==> config.mk <==
export PLATFORM = sky130hd
export DESIGN_NAME = conc_alu
export DESIGN_NICKNAME = d
export VERILOG_FILES = /design/src/rtl/conc_alu_pkg.sv /design/src/rtl/conc_alu_opreg.sv /design/src/rtl/conc_alu_bank.sv /design/src/rtl/conc_alu_cmp.sv /design/src/rtl/conc_alu.sv
export SDC_FILE = /design/constraint.sdc
export NUM_CORES = 1
export LEC_CHECK = 0
export ABC_AREA = 0
export ABC_CLOCK_PERIOD_IN_PS = 3300
export BUFFER_PORTS_ARGS = -buffer_cell sky130_fd_sc_hd__buf_2
export CAP_MARGIN = 20
export CORE_MARGIN = 1.5
export CORE_UTILIZATION = 56
export CTS_BUF_LIST = sky130_fd_sc_hd__clkbuf_16
export DETAILED_ROUTE_END_ITERATION = 16
export GPL_TIMING_DRIVEN = 0
export PLACE_DENSITY = 0.79
export REMOVE_ABC_BUFFERS = 1
export SYNTH_ARGS = -nofsm -noshare
export SYNTH_HDL_FRONTEND = slang
export SYNTH_SLANG_ARGS = --single-unit
==> constraint.sdc <==
create_clock -name clk -period 3.3 [get_ports clk]
set_clock_uncertainty 0.2 [all_clocks]
set_input_delay 0.495 -clock clk [delete_from_list [all_inputs] [get_ports clk]]
set_output_delay 0.495 -clock clk [all_outputs]
set_load 0.03 [all_outputs]
==> src/rtl/conc_alu_pkg.sv <==
package conc_alu_pkg;

   localparam int unsigned OP_BITS  = 3;
   localparam int unsigned OP_COUNT = 1 << OP_BITS;

   typedef enum logic [OP_BITS-1:0] {
      OP_ADD   = 3'd0,
      OP_SUB   = 3'd1,
      OP_AND   = 3'd2,
      OP_OR    = 3'd3,
      OP_XOR   = 3'd4,
      OP_NOTA  = 3'd5,
      OP_PASSB = 3'd6,
      OP_CMP   = 3'd7
   } alu_op_e;

   typedef struct packed {
      logic gt;
      logic eq;
      logic lt;
   } cond_t;

endpackage

==> src/rtl/conc_alu_opreg.sv <==
module conc_alu_opreg #(
   parameter int unsigned WIDTH = 8
) (
   input  logic             clk,
   input  logic             rst_n,
   input  logic             ld,
   input  logic [WIDTH-1:0] d,
   output logic [WIDTH-1:0] q
);
   always_ff @(posedge clk or negedge rst_n) begin
      if (!rst_n)  q <= '0;
      else if (ld) q <= d;
   end
endmodule

==> src/rtl/conc_alu_bank.sv <==
module conc_alu_bank
   import conc_alu_pkg::*;
#(
   parameter int unsigned WIDTH = 8
) (
   input  logic [WIDTH-1:0]                a,
   input  logic [WIDTH-1:0]                b,
   output logic [OP_COUNT-1:0][WIDTH-1:0] res
);
   always_comb begin
      res           = '0;
      res[OP_ADD]   = a + b;
      res[OP_SUB]   = a - b;
      res[OP_AND]   = a & b;
      res[OP_OR]    = a | b;
      res[OP_XOR]   = a ^ b;
      res[OP_NOTA]  = ~a;
      res[OP_PASSB] = b;
      res[OP_CMP]   = a - b;
   end
endmodule

==> src/rtl/conc_alu_cmp.sv <==
module conc_alu_cmp
   import conc_alu_pkg::*;
#(
   parameter int unsigned WIDTH = 8
) (
   input  logic [WIDTH-1:0] a,
   input  logic [WIDTH-1:0] b,
   output cond_t            cond
);
   logic [WIDTH:0] diff;

   always_comb begin
      diff    = {1'b0, a} - {1'b0, b};
      cond.lt = diff[WIDTH];
      cond.eq = (diff[WIDTH-1:0] == '0) && !diff[WIDTH];
      cond.gt = !diff[WIDTH] && (diff[WIDTH-1:0] != '0);
   end
endmodule

==> src/rtl/conc_alu.sv <==
module conc_alu
   import conc_alu_pkg::*;
#(
   parameter int unsigned WIDTH = 8
) (
   input  logic             clk,
   input  logic             rst_n,
   input  logic [WIDTH-1:0] a_in,
   input  logic             a_ld,
   input  logic [WIDTH-1:0] b_in,
   input  logic             b_ld,
   input  logic [2:0]       op_sel,
   input  logic             start,
   output logic [WIDTH-1:0] result,
   output logic [2:0]       cond_flags
);
   localparam int unsigned N_OPND = 2;

   if (WIDTH < 2) begin : g_width_chk
      $error("conc_alu: WIDTH must be at least 2");
   end

   logic [N_OPND-1:0][WIDTH-1:0] opnd_d;
   logic [N_OPND-1:0][WIDTH-1:0] opnd_q;
   logic [N_OPND-1:0]            opnd_ld;

   assign opnd_d  = {b_in, a_in};
   assign opnd_ld = {b_ld, a_ld};

   for (genvar i = 0; i < N_OPND; i++) begin : g_opnd
      conc_alu_opreg #(.WIDTH(WIDTH)) u_reg (
         .clk  (clk),
         .rst_n(rst_n),
         .ld   (opnd_ld[i]),
         .d    (opnd_d[i]),
         .q    (opnd_q[i])
      );
   end

   logic [OP_COUNT-1:0][WIDTH-1:0] all_res;
   cond_t                          cmp_out;
   alu_op_e                        op;
   logic [WIDTH-1:0]               picked;

   conc_alu_bank #(.WIDTH(WIDTH)) u_bank (
      .a  (opnd_q[0]),
      .b  (opnd_q[1]),
      .res(all_res)
   );

   conc_alu_cmp #(.WIDTH(WIDTH)) u_cmp (
      .a   (opnd_q[0]),
      .b   (opnd_q[1]),
      .cond(cmp_out)
   );

   assign op     = alu_op_e'(op_sel);
   assign picked = all_res[op];

   always_ff @(posedge clk or negedge rst_n) begin
      if (!rst_n) begin
         result     <= '0;
         cond_flags <= '0;
      end else if (start) begin
         if (op == OP_CMP) cond_flags <= cmp_out;
         else              result     <= picked;
      end
   end
endmodule

==> impl_metrics.ini <==
[worst_setup_path]
start_kind = flop
r2r_cells = 8
path_class = flop to flop
rrSetupSlack_ps = 470
endpoint_kind = flop
worst_r2r_startpoint = g_opnd[0].u_reg.q[4]
cp_data_arrival_time_ps = 2830
cpPeakStageDelay_ps = 650
crit_family = compound AO/OA/AOI/OAI gates
critPathLaunch = g_opnd[0].u_reg.q[4]
r2r-end = cond_flags[1]
crit_slowest_cell = a2111oi_0
path_cells = inv_1 -> ha_1 -> nor2b_1 -> o311ai_1 -> o21ai_1 -> xor2_1 -> a2111oi_0 -> a22o_1
critPathMaxFanout = 13
endpoint = cond_flags[1]
worst-path-stages = 8
worstPathBufferInverterCount = 1
worstPathRequired_ps = 3300

[floorplanning]
die_w_microns = 68.0
initial_core_util = 0.588
row_count = 23
die_h_microns = 68.0
die_area_sq_um = 4630
ios = 35
core_area_sq_um = 4030

[power]
p_int_mw = 0.728
switching_share = 0.384
p_leak_nw = 1.24
power_density_nw_per_um2 = 458
p_comb_frac = 0.413
switching_power_mw = 0.453
seqPwrFrac = 0.348
pwr-share-clk = 0.239
peakVddDrop_mv = 0.234

[synth]
async_flop_share = 1.00
ys_ff_latch = 27
synth_warnings = 0
synth_cells = 280
synthFlopType = dfrtp_1
synth_edf_count = 0
synth.avg_cell_area_sq_um = 8.46
netlist_area_sq_um = 2370
synth-seq-area-share = 0.285
synth_cell_types = 53

[global_routing]
grt_start_max_net_pins = 28
grt_pass1_wl_microns = 8930
grt_pass1_vias = 1849
grt_usage = 0.260
antenna_found_initial = 0
gr-total-overflow = 0

[timing]
worst_pin_slew_ps = 682
final.min_clock_period_ps = 2830
max_freq_ghz = 0.353
tns_ps = 0
max_slew_margin = 0.534
finalHoldViolations = 0
timing.final.crit_share = 0.858
final-max-slew-violation-count = 0
rsz0062_at_grt = no
finalSetupViolations = 0
fin_ws_ps = 469

[worst_hold_path]
hold_path.class = input port to asynchronous set/reset pin

[flow_run]
cap_violations = 0

[clock_tree]
cts_buffer_depth = 2
post_cts_resized = 0
cts_hold_buf = 0
cts_sinks = 27
clk_pin_slew_ps = 70
cts_tree = done
root_buffer = clkbuf_16
clkLatencyLatePin_ps = 260
postCtsSetupBuffers = 0
cts_buffers = 3
htreeDepth = 1

[placement]
dpl_worst_slack_ps = 518
place_area_sq_um = 2500
dp.final_hpwl_microns = 4200
place_congestion = 0.923
io_buffers = 34

[detailed_routing]
drtAntennaViolNets = 0
remaining_drc_errors = 0
firstDrtPassIters = 4
vias = 2110
wl_per_cell_microns = 16.0
routed_wl_microns = 5660
drtIter0Drc = 178
viasPerCell = 5.96

[cells_and_area]
mostFrequentLayoutCell = buf_2
finalNetCount = 355
antenna_cells = 0
area_growth_pct = 8.93
design_area_sq_um = 2580
most-common-layout-cells = 34 x buf_2, 30 x nand2_1, 27 x o21ai_0, 27 x dfrtp_1
drive_gt1_frac = 0.151

[run_status]
status = finished clean
## synth_stat cells, drive strengths merged (2+ instances only)
| cell type | count | area share |
|---|---|---|
| a2111oi | 2 | 0.0074 |
| a211oi | 2 | 0.0063 |
| a21o | 3 | 0.010 |
| a21oi | 17 | 0.036 |
| a221o | 3 | 0.013 |
| a221oi | 3 | 0.011 |
| a22o | 3 | 0.011 |
| a22oi | 3 | 0.0095 |
| and3 | 3 | 0.0085 |
| buf | 9 | 0.034 |
| clkbuf | 5 | 0.0079 |
| dfrtp | 27 | 0.29 |
| fa | 2 | 0.017 |
| ha | 24 | 0.13 |
| inv | 26 | 0.041 |
| mux2i | 10 | 0.042 |
| nand2 | 30 | 0.048 |
| nand2b | 5 | 0.013 |
| nand4 | 2 | 0.0053 |
| nor2 | 19 | 0.030 |
| nor2b | 6 | 0.016 |
| nor3 | 5 | 0.017 |
| o211ai | 3 | 0.0095 |
| o21a | 2 | 0.0063 |
| o21ai | 32 | 0.068 |
| o21bai | 2 | 0.0063 |
| o22ai | 6 | 0.016 |
| o311a | 2 | 0.0085 |
| o311ai | 2 | 0.0074 |
| o31ai | 2 | 0.0063 |
| xnor2 | 6 | 0.022 |
| xor2 | 2 | 0.0074 |
## per-layer routing
layer	vias up	GRT usage	wire length (microns)
met3	4	0.0247	380
met5	-	0	0
met4	0	0.0450	30
li1	1039	-	-
met2	71	0.421	2660
met1	996	0.380	2590
## through the flow
stage | total power [mW] | hold WS, ps | std cells | util
after floorplan | 0.758 | -0.591 | 266 | -
after global placement | 0.889 | 270 | 350 | 0.621
after detailed placement | 0.899 | 275 | 350 | 0.621
after CTS | 1.18 | 75.3 | 354 | 0.640
after global routing | 1.26 | 103 | 354 | 0.640
final | 1.18 | 49.2 | 354 | 0.640
## power groups by stage
stage	clock network, mW	logic (mW)	registers (mW)
global placement	0	0.474	0.415
finish	0.282	0.488	0.410
CTS	0.286	0.485	0.410
global route	0.299	0.539	0.418
floorplan	0	0.293	0.465
detailed placement	0	0.482	0.417
## state kept, by name, summed over array words and instances (netlist names)
| register | cells |
|---|---|
| cond_flags | 3 |
| result | 8 |
| g_opnd.u_reg.q | 16 |
## cells by family (layout without fill, tap and decap cells)
logic type	after synthesis	count (layout)	share of synthesized area
compound gates	90	90	0.244
simple gates	76	76	0.156
buf+inv	41	65	0.0850
flops	27	27	0.285
fa+ha+maj	26	26	0.144
mux	12	12	0.0565
xor+xnor	8	8	0.0296
## worst min-delay path by stage
| stage | from | end | slack [ps] | cells after the start |
|---|---|---|---|---|
| 2_1_floorplan | rst_n | cond_flags[0] | -0.6 | 0 |
| 3_3_place_gp | cond_flags[2] | cond_flags[2] | 270 | 2 |
| 3_5_place_dp | cond_flags[2] | cond_flags[2] | 280 | 2 |
| 4_1_cts | rst_n | cond_flags[2] | 80 | 1 |
| 5_1_grt | rst_n | g_opnd[0].u_reg.q[0] | 100 | 1 |
| 6_report | rst_n | result[0] | 50 | 1 |
## cell type report
cell class / instances / area, sq um
clock buffer: 3 / 75.1
clock inverter: 1 / 3.75
fill: 343 / 1450
inverter: 27 / 101
multi-input combinational: 212 / 1490
sequential: 27 / 676
tap: 50 / 62.6
timing repair buffer: 34 / 170
Note: power is estimated with default switching activity, not from simulation.
